### config.mk
export PLATFORM = sky130hd
export DESIGN_NAME = pt_walker
export DESIGN_NICKNAME = d
export VERILOG_FILES = /design/src/rtl/pt_walker_pkg.sv /design/src/rtl/pt_entry_addr.sv /design/src/rtl/pt_leaf_check.sv /design/src/rtl/pt_walker.sv
export SDC_FILE = /design/constraint.sdc
export NUM_CORES = 1
export LEC_CHECK = 0
export BUFFER_PORTS_ARGS = -buffer_cell sky130_fd_sc_hd__clkbuf_2
export CORE_ASPECT_RATIO = 2
export CORE_MARGIN = 2
export CORE_UTILIZATION = 52
export CTS_CLUSTER_DIAMETER = 100
export CTS_CLUSTER_SIZE = 16
export DETAILED_ROUTE_END_ITERATION = 16
export GPL_TIMING_DRIVEN = 0
export PLACE_DENSITY_LB_ADDON = 0.25
export SLEW_MARGIN = 20
export SYNTH_ARGS = -nofsm -noshare
export SYNTH_HDL_FRONTEND = slang
export SYNTH_SLANG_ARGS = --single-unit
### constraint.sdc
create_clock -name clk -period 3.2 [get_ports clk]
set_input_delay 0.32 -clock clk [delete_from_list [all_inputs] [get_ports clk]]
set_output_delay 0.32 -clock clk [all_outputs]
set_load 0.03 [all_outputs]
### src/rtl/pt_walker_pkg.sv
package pt_walker_pkg;

    typedef enum logic [2:0] {
        S_IDLE,
        S_RD_TOP,
        S_WT_TOP,
        S_RD_LEAF,
        S_WT_LEAF,
        S_DONE,
        S_FAULT
    } walk_state_e;

    // bit positions inside a table entry
    localparam int E_VALID = 0;
    localparam int E_READ  = 1;
    localparam int E_WRITE = 2;

    localparam int LEVELS = 2;

endpackage

### src/rtl/pt_entry_addr.sv
module pt_entry_addr #(
    parameter int PA_W   = 32,
    parameter int IDX_W  = 10,
    parameter int ENT_LG = 2
) (
    input  logic [PA_W-1:0]  base,
    input  logic [IDX_W-1:0] idx,
    output logic [PA_W-1:0]  addr
);
    localparam int PAD_W = PA_W - IDX_W - ENT_LG;

    assign addr = base + {{PAD_W{1'b0}}, idx, {ENT_LG{1'b0}}};
endmodule

### src/rtl/pt_leaf_check.sv
module pt_leaf_check (
    input  logic       ent_valid,
    input  logic       ent_read,
    input  logic       ent_write,
    input  logic       is_write,
    output logic       page_flt,
    output logic       prot_flt
);
    always_comb begin
        page_flt = !ent_valid;
        prot_flt = ent_valid && (is_write ? !ent_write : !ent_read);
    end
endmodule

### src/rtl/pt_walker.sv
module pt_walker
    import pt_walker_pkg::*;
#(
    parameter  int IDX_W  = 10,
    parameter  int OFF_W  = 12,
    parameter  int ENT_LG = 2,
    localparam int VA_W   = 2 * IDX_W + OFF_W,
    localparam int ENT_W  = 8 << ENT_LG,
    localparam int PA_W   = ENT_W
) (
    input  logic             clk,
    input  logic             rst_n,
    input  logic             req_valid,
    input  logic [VA_W-1:0]  req_vaddr,
    input  logic             req_write,
    input  logic [PA_W-1:0]  ptbr,
    output logic             busy,
    output logic             mem_req,
    output logic [PA_W-1:0]  mem_addr,
    input  logic             mem_rsp_valid,
    input  logic [ENT_W-1:0] mem_rsp_data,
    output logic             done,
    output logic             fault,
    output logic             fault_prot,
    output logic [PA_W-1:0]  paddr,
    output logic [1:0]       rights
);
    localparam int FRM_W = PA_W - OFF_W;

    walk_state_e state_q, state_d;

    logic [VA_W-1:0] vaddr_q;
    logic            write_q;
    logic [PA_W-1:0] ptbr_q;
    logic [PA_W-1:0] tbl_q;
    logic [PA_W-1:0] paddr_q;
    logic [1:0]      rights_q;
    logic            prot_q;

    logic [PA_W-1:0] lvl_base [LEVELS];
    logic [PA_W-1:0] lvl_addr [LEVELS];

    logic leaf_page, leaf_prot;
    logic unused_rsv;

    assign unused_rsv = ^mem_rsp_data[OFF_W-1:E_WRITE+1];

    // one entry-address adder per table level
    for (genvar lv = 0; lv < LEVELS; lv++) begin : g_level
        if (lv == 0) begin : g_top
            assign lvl_base[lv] = ptbr_q;
        end else begin : g_low
            assign lvl_base[lv] = tbl_q;
        end
        pt_entry_addr #(
            .PA_W  (PA_W),
            .IDX_W (IDX_W),
            .ENT_LG(ENT_LG)
        ) u_ea (
            .base(lvl_base[lv]),
            .idx (vaddr_q[OFF_W + (LEVELS-1-lv)*IDX_W +: IDX_W]),
            .addr(lvl_addr[lv])
        );
    end

    pt_leaf_check u_leaf (
        .ent_valid(mem_rsp_data[E_VALID]),
        .ent_read (mem_rsp_data[E_READ]),
        .ent_write(mem_rsp_data[E_WRITE]),
        .is_write (write_q),
        .page_flt (leaf_page),
        .prot_flt (leaf_prot)
    );

    // next-state decision
    always_comb begin
        state_d = state_q;
        unique case (state_q)
            S_IDLE:    if (req_valid) state_d = S_RD_TOP;
            S_RD_TOP:  state_d = S_WT_TOP;
            S_WT_TOP:  if (mem_rsp_valid)
                           state_d = mem_rsp_data[E_VALID] ? S_RD_LEAF : S_FAULT;
            S_RD_LEAF: state_d = S_WT_LEAF;
            S_WT_LEAF: if (mem_rsp_valid)
                           state_d = (leaf_page || leaf_prot) ? S_FAULT : S_DONE;
            S_DONE:    state_d = S_IDLE;
            S_FAULT:   state_d = S_IDLE;
            default:   state_d = S_IDLE;
        endcase
    end

    // state register and walk context
    always_ff @(posedge clk or negedge rst_n) begin
        if (!rst_n) begin
            state_q  <= S_IDLE;
            vaddr_q  <= '0;
            write_q  <= 1'b0;
            ptbr_q   <= '0;
            tbl_q    <= '0;
            paddr_q  <= '0;
            rights_q <= '0;
            prot_q   <= 1'b0;
        end else begin
            state_q <= state_d;
            if (state_q == S_IDLE && req_valid) begin
                vaddr_q <= req_vaddr;
                write_q <= req_write;
                ptbr_q  <= ptbr;
            end
            if (state_q == S_WT_TOP && mem_rsp_valid) begin
                tbl_q   <= {mem_rsp_data[ENT_W-1:OFF_W], {OFF_W{1'b0}}};
                prot_q  <= 1'b0;
                paddr_q <= '0;
                rights_q <= '0;
            end
            if (state_q == S_WT_LEAF && mem_rsp_valid) begin
                prot_q <= leaf_prot;
                if (leaf_page || leaf_prot) begin
                    paddr_q  <= '0;
                    rights_q <= '0;
                end else begin
                    paddr_q  <= {mem_rsp_data[ENT_W-1 -: FRM_W], vaddr_q[OFF_W-1:0]};
                    rights_q <= {mem_rsp_data[E_WRITE], mem_rsp_data[E_READ]};
                end
            end
        end
    end

    // outputs
    always_comb begin
        busy       = (state_q != S_IDLE);
        mem_req    = (state_q == S_RD_TOP) || (state_q == S_RD_LEAF);
        mem_addr   = (state_q == S_RD_LEAF) ? lvl_addr[1] : lvl_addr[0];
        done       = (state_q == S_DONE);
        fault      = (state_q == S_FAULT);
        fault_prot = fault && prot_q;
        paddr      = done ? paddr_q  : '0;
        rights     = done ? rights_q : '0;
    end

endmodule

==> flow_summary.ini, run 1 <==
[run_status]
outcome = completed

[sta]
layout_min_cycle_time_ns = 3.17
rsz0062_at_grt = true
setup_violations = 0
fmax_mhz = 316
hold_viol_final = 0
slew_headroom = 0.579
setup_ws_ns = 0.0338
drv_slew = 0
tightest_slew_ns = 0.631
final.setup_skew_ns = 0.00646
fin_crit_sh = 0.989

[floorplanning]
die-area_um2 = 12500
dieWidth_um = 80.2
rows = 55
die-height_um = 156
ioPinCount = 172
start_util = 0.532
core_um2 = 11400

[worst_hold_path]
holdCritStartpoint = req_vaddr[24]
holdPathStages = 2
hold_end = vaddr_q[24]
hp-class = primary input to register

[global_route]
antenna_found_initial = 0
grt_overflow = 0
grt_pass1_wl_um = 25300
grt_use_total = 0.264
grt_max_degree = 67
grt_pass1_vias = 5224

[routing]
ant_nets = 0
drt-total-wl_um = 16200
drt-met1-wl_um = 6050
first_iter_violations = 228
drtPass1Iterations = 7
vias = 5064
wl_met3_um = 890
vias_per_cell = 5.79
drcViolationCount = 0
dr_wl_met2_um = 8770
top_layer_used = met4
wl_per_cell_um = 18.5

[setup_path]
critPathMaxFanout = 5
reg2regPathDepth = 7
worstReg2RegStart = state_q[2]
regToRegSetupSlack_ns = 0.78
critPathRequiredTime_ns = 2.88
crit_chain = ha_4, and3_4, a221o_2, a311oi_4, buf_6, o31ai_1, a31oi_4, clkbuf_8
crit_type = register to output pin
crit_path_start_kind = register
r2r_end = paddr_q[1]
cpMaxStageDelayCell = a221o_2
critical_path.max_stage_delay_ns = 0.46
cp-end-kind = output pin
arrival_ns = 2.85

[yosys]
syn_nets = 633
synth_top_cell_by_area = dfrtp_1
ys_seq_area_frac = 0.510
yosys_warnings = 0
netlist_area_um2 = 6040
ys_ff_latch = 123
syn_inst = 521
synth.distinct_cells = 45
postSynthAreaPerCell_um2 = 11.6
yosysTopAreaCellShare = 0.510
synth.area.top_cells = dfrtp_1, mux2_2, a22o_1

[clock_network]
cts_root_buf = clkbuf_16
numCtsBuffers = 17
h-tree-depth = 4
cts_tree = built
clock_sinks = 123
insertion_delay_ns = 0.41
clk_path_buf_depth = 2
clk_pin_slew_worst_paths_ns = 0.06

[layout]
fin_nets = 831
drive_gt1_frac = 0.455
antenna_cells = 0
synthToLayoutAreaGrowth_pct = 31.9

[placement]
dp_slack_ns = 0.00405
portBuffers = 162
gp_congestion = 0.900
place_hpwl_um = 11900

[pwr]
ir_worst_vdd_v = 0.00112
leakage_nw = 3.77
powerDensity_nw_per_um2 = 1250
finalPower_mw = 9.95

[run]
maxCapViolCount = 0
## critical path, delay by kind of cell (launching register included)
kind                     cells  cell delay [ns]
AO/OA/AOI/OAI                4             1.20
flip-flops                   1             0.41
buffers and inverters        2             0.37
adder cells (fa/ha/maj)      1             0.27
AND/OR/NAND/NOR              1             0.19
## metal layers
layer  vias to the layer above  track usage
met2                       226        0.466
met5                         -            0
met1                      2478        0.296
met3                        42       0.0623
met4                         0        0.116
li1                       2318            -
## synthesized netlist by cell type, drive strengths merged
library cell and number:
a211oi 2, a221oi 2, inv 2, a21o 4, nand2 35, nand2b 1
o21ai 26, mux2i 2, dfrtp 123, or2 1, o31ai 6, nor2b 5
buf 8, nor3 5, a22o 34, nand4b 1, nor4 3, fa 1
a311oi 1, nor2 24, and2 7, xor2 7, nand4 3, nand3 8
ha 10, or4 5, mux2 85, a21boi 1, a21oi 12, xnor2 11
nor3b 1, a31oi 11, and3 37, a221o 2, or3 6, clkbuf 26
o21bai 1, and4 2
## final cells by class
type / count / area (µm²)
plain buffers: 34 / 144
clock buffers: 18 / 439
clock inverters: 14 / 144
fillers: 817 / 3380
inverters: 2 / 7.51
multi-input cells: 362 / 2940
flip-flops and latches: 123 / 3080
well taps: 142 / 178
repair buffers: 179 / 1040
## report_power, final
group,switching [mW],internal (mW)
clock network,0.736,1.17
registers,0.513,2.25
logic,3.02,2.27
## cell families after synthesis
| group | after synthesis | share of synthesized area |
|---|---|---|
| adder cells (fa/ha/maj) | 11 | 0.0240 |
| AO/OA/AOI/OAI | 102 | 0.123 |
| XOR/XNOR | 18 | 0.0261 |
| multiplexers | 87 | 0.162 |
| flip-flops | 123 | 0.510 |
| buffers and inverters | 36 | 0.0244 |
| AND/OR/NAND/NOR | 144 | 0.131 |
## how the worst max path moves through the flow
stage	end	depth (start not counted)	from
floorplan	mem_addr[18]	8	vaddr_q[22]
global placement	mem_addr[22]	9	vaddr_q[22]
CTS	mem_addr[22]	10	vaddr_q[22]
detailed placement	mem_addr[22]	9	vaddr_q[22]
global route	mem_addr[14]	10	vaddr_q[22]
finish	mem_addr[23]	8	ptbr_q[9]
## registers in the layout, indices dropped and copies added, names as in the netlist
name      flops
tbl_q        20
vaddr_q      32
prot_q        1
ptbr_q       32
state_q       3
rights_q      2
paddr_q      32
write_q       1
## per-stage QoR
| stage | util | TNS (ns) | hold slack [ns] | std cells | cell area (µm²) |
|---|---|---|---|---|---|
| after global placement | 0.619 | 0 | 0.470 | 825 | 7030 |
| after global routing | 0.702 | -0.474 | 0.128 | 874 | 7970 |
| after CTS | 0.691 | -0.0444 | 0.128 | 866 | 7840 |
| after floorplan | - | 0 | 0.0244 | 521 | 6040 |
| after detailed placement | 0.622 | 0 | 0.323 | 826 | 7070 |
| final | 0.702 | 0 | 0.138 | 874 | 7970 |
## what timing repair did
action                                 in CTS  in global routing
endpoints found under the hold margin      57                  0
pin swaps                                  13                 15
setup buffers                               7                  7
setup endpoints to repair                  20                 23
hold buffers                                1                  0
gates cloned                                0                  1
gates resized for setup                    31                 56
## cell usage in the layout (no fill, tap or decap), types with 3 or more instances in the layout
cell          n
ha_2          3
a21oi_2       3
inv_6         3
or3_1         6
nor4_1        3
nand3_1       7
and3_1       36
clkbuf_16    17
clkinvlp_4    5
a21oi_1       9
clkbuf_1     26
clkinv_2      4
o21ai_1      12
ha_4          3
a21o_1        4
nor2b_1       4
buf_4        30
nor2_1       23
nand2_1      34
o31ai_1       6
buf_2         8
ha_1          4
and2_1        7
a22o_1       34
mux2_2       85
xnor2_1      11
or4_1         3
xor2_1        7
clkbuf_8      3
clkbuf_2    141
nor3_1        5
dfrtp_1     123
o21ai_0      12
a31oi_1       9
Power figures use the tool's default switching activity.
==> inputs of run 2 (changes only) <==
Settings changed: CORE_UTILIZATION 52 to 56.
Clock period 3.2 ns to 3.95 ns, I/O delays scaled along.
==> run 2 against run 1 <==
Net effect:
- global-route usage up 1.3 points
- clock power down 23%
- clock-buffer cell count unchanged
- flip-flop and latch count unchanged
- critical path depth up 1
- clock skew up 0.0023 ns
- design area down 4.3%
- via count down 2.4%
- sequential power down 20%
- critical path type unchanged
- critical endpoint is now mem_addr[22]
- largest cell class unchanged
- highest routed layer unchanged
==> flow_summary.ini, run 2 (same netlist as run 1, synthesis figures left out) <==
[floorplanning]
rows = 53
start_util = 0.573
ioPinCount = 172
die-height_um = 151
die-area_um2 = 11700
dieWidth_um = 77.4
core_um2 = 10500

[pwr]
ir_worst_vdd_v = 0.000985
leakage_nw = 3.65
powerDensity_nw_per_um2 = 972

[routing]
drcViolationCount = 0
drt-met1-wl_um = 5720
ant_nets = 0
wl_per_cell_um = 18.6
drt-total-wl_um = 15900
wl_met3_um = 866
vias_per_cell = 5.79
dr_wl_met2_um = 8730
vias = 4940
drtPass1Iterations = 5
first_iter_violations = 183
top_layer_used = met4

[sta]
hold_viol_final = 0
fmax_mhz = 269
setup_violations = 0
fin_crit_sh = 0.942
setup_ws_ns = 0.231
tightest_slew_ns = 0.599
fin_setup_tns_ns = 0
rsz0062_at_grt = false
final.setup_skew_ns = 0.00876
hold_ws_ns = 0.209
layout_min_cycle_time_ns = 3.72
drv_slew = 0
slew_headroom = 0.600

[clock_network]
clk_pin_slew_worst_paths_ns = 0.06
cts_tree = built
cts_setup_buffers = 0
insertion_delay_ns = 0.42
numCtsBuffers = 17
clock_sinks = 123
clk_path_buf_depth = 2
cts_root_buf = clkbuf_16
post_cts_resized = 0
h-tree-depth = 4

[placement]
dp_slack_ns = 0.690
dp.cells = 821
gp_congestion = 0.842
place_hpwl_um = 11800
portBuffers = 162

[setup_path]
crit_path_start_kind = register
crit_type = register to output pin
cp-end-kind = output pin
worstReg2RegStart = state_q[1]
arrival_ns = 3.32
regToRegSetupSlack_ns = 1.59
reg2regPathDepth = 5
crit_start = vaddr_q[22]
cpMaxStageDelayCell = a221oi_4
crit_chain = ha_1, fa_1, a211oi_1, o21bai_1, a221oi_4, nor3_1, xnor2_1, o21ai_0, clkbuf_2
critical_path.max_stage_delay_ns = 0.54
r2r_end = tbl_q[25]
critPathMaxFanout = 10
critPathRequiredTime_ns = 3.56
endpoint = mem_addr[22]

[global_route]
grt_overflow = 0
grt_use_total = 0.277
grt_pass1_wl_um = 24900
grt_pass1_vias = 5117
antenna_found_initial = 0
grt_max_degree = 68

[layout]
layout_commonest_cell = clkbuf_2
antenna_cells = 0
synthToLayoutAreaGrowth_pct = 26.3
final_cell_mix = clkbuf_2, dfrtp_1, mux2_2, and3_1, nand2_1
layoutNonFillerInstCount = 853
drive_gt1_frac = 0.415
top_regs = paddr_q (32), ptbr_q (32), vaddr_q (32)
fillerInstances = 753
fin_nets = 816

[run_status]
outcome = completed

[worst_hold_path]
holdCritStartpoint = req_vaddr[24]
hp-class = primary input to register

[run]
maxCapViolCount = 0
## run 2: changes by cell type in the layout (fill, tap and decap cells not counted), moves of 3 or more
cell      previous run  this run
o21ai_1             12         1
a21oi_1              9        12
ha_1                 4        10
ha_2                 3         0
a21oi_2              3         0
ha_4                 3         0
buf_4               30         1
clkbuf_2           141       161
o21ai_0             12        25
## run 2: final cells by class
class / count / area (µm²) / share of cell area
clock inverter: 13 / 120 / 0.0157
sequential: 123 / 3080 / 0.403
clock buffer: 18 / 439 / 0.0576
buffer: 34 / 140 / 0.0184
inverter: 2 / 7.51 / 0.000984
timing repair buffer: 164 / 857 / 0.112
tap: 137 / 171 / 0.0225
multi-input combinational: 362 / 2820 / 0.369
## run 2: worst min-delay path by stage
stage                  endpoint  slack (ns)  depth (start not counted)
CTS                 vaddr_q[24]        0.20                          2
global placement     paddr_q[1]        0.47                          1
detailed placement   state_q[0]        0.39                          1
global route        vaddr_q[24]        0.20                          2
finish              vaddr_q[24]        0.21                          2
floorplan            paddr_q[0]         0.1                          0
## run 2: worst max-delay path: cells and delay by family, from the launching register on
kind                       cells  cell delay (ns)
buffers and inverters          1             0.26
adders and majority gates      2             0.67
AOI/OAI and AO/OA              4             1.31
and+or+nand+nor                1             0.13
xor gates and xnor gates       1             0.15
DFF                            1             0.39
## run 2: timing repair
item                                    in CTS  in global routing
hold buffers                                 1                  0
endpoints found under the setup margin       0                  0
endpoints found under the hold margin       56                  0
## run 2: layer usage
metal  vias to the layer above  global-route usage
met2                       223               0.506
met5                         -                   0
met4                         0               0.144
met3                        37              0.0644
li1                       2279                   -
met1                      2401               0.293
## run 2: report_power, final
group	switching (mW)	leakage [nW]	total (mW)	internal, mW
logic	2.30	1.87	3.72	1.42
registers	0.402	1.52	2.22	1.82
clock network	0.590	0.257	1.47	0.880
## run 2: metrics by stage
stage	util	instance area [µm²]	power [mW]
final	0.724	7630	7.41
after floorplan	-	6040	4.85
after detailed placement	0.670	7060	5.89
after global routing	0.724	7630	7.81
after CTS	0.724	7630	7.42
after global placement	0.666	7020	5.76
==> inputs of run 3 (changes only) <==
Settings changed: REMOVE_ABC_BUFFERS set to 1.
==> run 3 against run 2 <==
Net effect:
- worst hold slack better by 0.010 ns
- non-clock buffer count fell by 29
- critical path depth down 1
- sequential share of layout area shrank 0.45 points
- largest cell class unchanged
- highest routed layer unchanged
- first-iteration DRC count rose by 2.2%
==> flow_summary.ini, run 3 (same netlist as run 1, synthesis figures left out) <==
[layout]
layout_commonest_cell = clkbuf_2
post-route-util = 0.732
fin_nets = 787
synthToLayoutAreaGrowth_pct = 27.8
final_cell_mix = clkbuf_2, dfrtp_1, mux2_2, and3_1, nand2_1
top_regs = paddr_q (32), ptbr_q (32), vaddr_q (32)
layoutNonFillerInstCount = 825
antenna_cells = 0
drive_gt1_frac = 0.436

[sta]
hold_ws_ns = 0.219
slew_headroom = 0.284
rsz0062_at_grt = false
setup_ws_ns = 0.202
drv_slew = 0
hold_viol_final = 0
setup_violations = 0
fin_crit_sh = 0.949
final.setup_skew_ns = 0.00676
fmax_mhz = 267
layout_min_cycle_time_ns = 3.75
tightest_slew_ns = 1.07

[run_status]
outcome = completed

[placement]
dp.cells = 791
place_hpwl_um = 10600
portBuffers = 162
dp_slack_ns = 0.502
gp_congestion = 0.857

[setup_path]
crit_path_start_kind = register
crit_type = register to output pin
reg2regPathDepth = 5
cp-end-kind = output pin
critPathRequiredTime_ns = 3.56
crit_start = vaddr_q[25]
r2r_end = ptbr_q[1]
regToRegSetupSlack_ns = 1.39
critPathMaxFanout = 18
arrival_ns = 3.35
worstReg2RegStart = state_q[0]

[routing]
first_iter_violations = 187
drt-total-wl_um = 14600
vias_per_cell = 5.77
ant_nets = 0
vias = 4757
drtPass1Iterations = 4
drcViolationCount = 0
wl_per_cell_um = 17.7

[worst_hold_path]
hold_end = vaddr_q[18]
holdPathStages = 2
hp-class = primary input to register
holdCritStartpoint = req_vaddr[18]

[floorplanning]
ioPinCount = 172
rows = 53
start_util = 0.573
dieWidth_um = 77.4
die-height_um = 151
core_um2 = 10500
die-area_um2 = 11700

[clock_network]
clk_pin_slew_worst_paths_ns = 0.06
numCtsBuffers = 17
insertion_delay_ns = 0.40
post_cts_resized = 0
h-tree-depth = 4
cts_tree = built
clock_sinks = 123
clk_path_buf_depth = 2
cts_root_buf = clkbuf_16

[pwr]
leakage_nw = 3.68
finalPower_mw = 7.57
ir_worst_vdd_v = 0.000968
powerDensity_nw_per_um2 = 981

[global_route]
grt_pass1_vias = 4901
grt_max_degree = 91
grt_use_total = 0.258
grt_overflow = 0
antenna_found_initial = 0
grt_pass1_wl_um = 23400

[run]
maxCapViolCount = 0
==> run 3: cell count changes in the layout (fill, tap and decap cells not counted), sizes merged <==
cell,before,now
clkbuf,206,180
buf,9,6
bufinv,1,4
clkinvlp,6,3
clkinv,3,5
inv,5,4
==> run 3: worst max path at each step <==
| stage | to | depth (start not counted) |
|---|---|---|
| floorplan | ptbr_q[0] | 3 |
| global placement | vaddr_q[17] | 3 |
| detailed placement | mem_addr[30] | 9 |
| CTS | mem_addr[30] | 9 |
| global route | mem_addr[31] | 8 |
| finish | mem_addr[31] | 8 |
==> run 3: through the flow <==
step	cell area (µm²)	setup TNS (ns)
final	7720	0
after CTS	7700	0
after floorplan	5900	-42.20
after detailed placement	7060	0
after global placement	6880	-140.81
after global routing	7720	0
==> run 3: routing by layer <==
| layer | vias up | GRT usage | routed length, µm |
|---|---|---|---|
| li1 | 2224 | - | - |
| met1 | 2331 | 0.273 | 5320 |
| met2 | 166 | 0.471 | 8090 |
| met3 | 36 | 0.0572 | 693 |
| met4 | 0 | 0.136 | 519 |
| met5 | - | 0 | 0 |
==> run 3: layout make-up <==
cell class / count / area [µm²]
clock buffers: 18 / 439
clock inverters: 14 / 193
fillers: 764 / 2830
inverters: 2 / 7.51
multi-input cells: 362 / 2850
flip-flops and latches: 123 / 3080
well taps: 137 / 171
repair buffers: 169 / 980
==> run 3: critical path, cell delays in order (launching register included) <==
cell      delay (ns)
dfrtp_1         0.38
ha_1            0.37
a21o_1          0.21
a21oi_1         0.26
nand2_1         0.22
a311oi_4        0.72
o21ai_0         0.19
a31oi_1         0.34
clkbuf_2        0.27
==> run 3: what timing repair did <==
item | 4_1_cts | 5_1_grt
hold buffers | 1 | 0
hold endpoints to repair | 33 | 0
buffers inserted | 0 | 1
setup endpoints to repair | 0 | 9
==> run 3: where the power goes <==
group	internal, mW	switching, mW	total, mW	leakage (nW)
clock	1.07	0.561	1.64	0.303
sequential	1.82	0.448	2.27	1.52
combinational	1.46	2.21	3.67	1.86
total	4.36	3.22	7.57	3.68
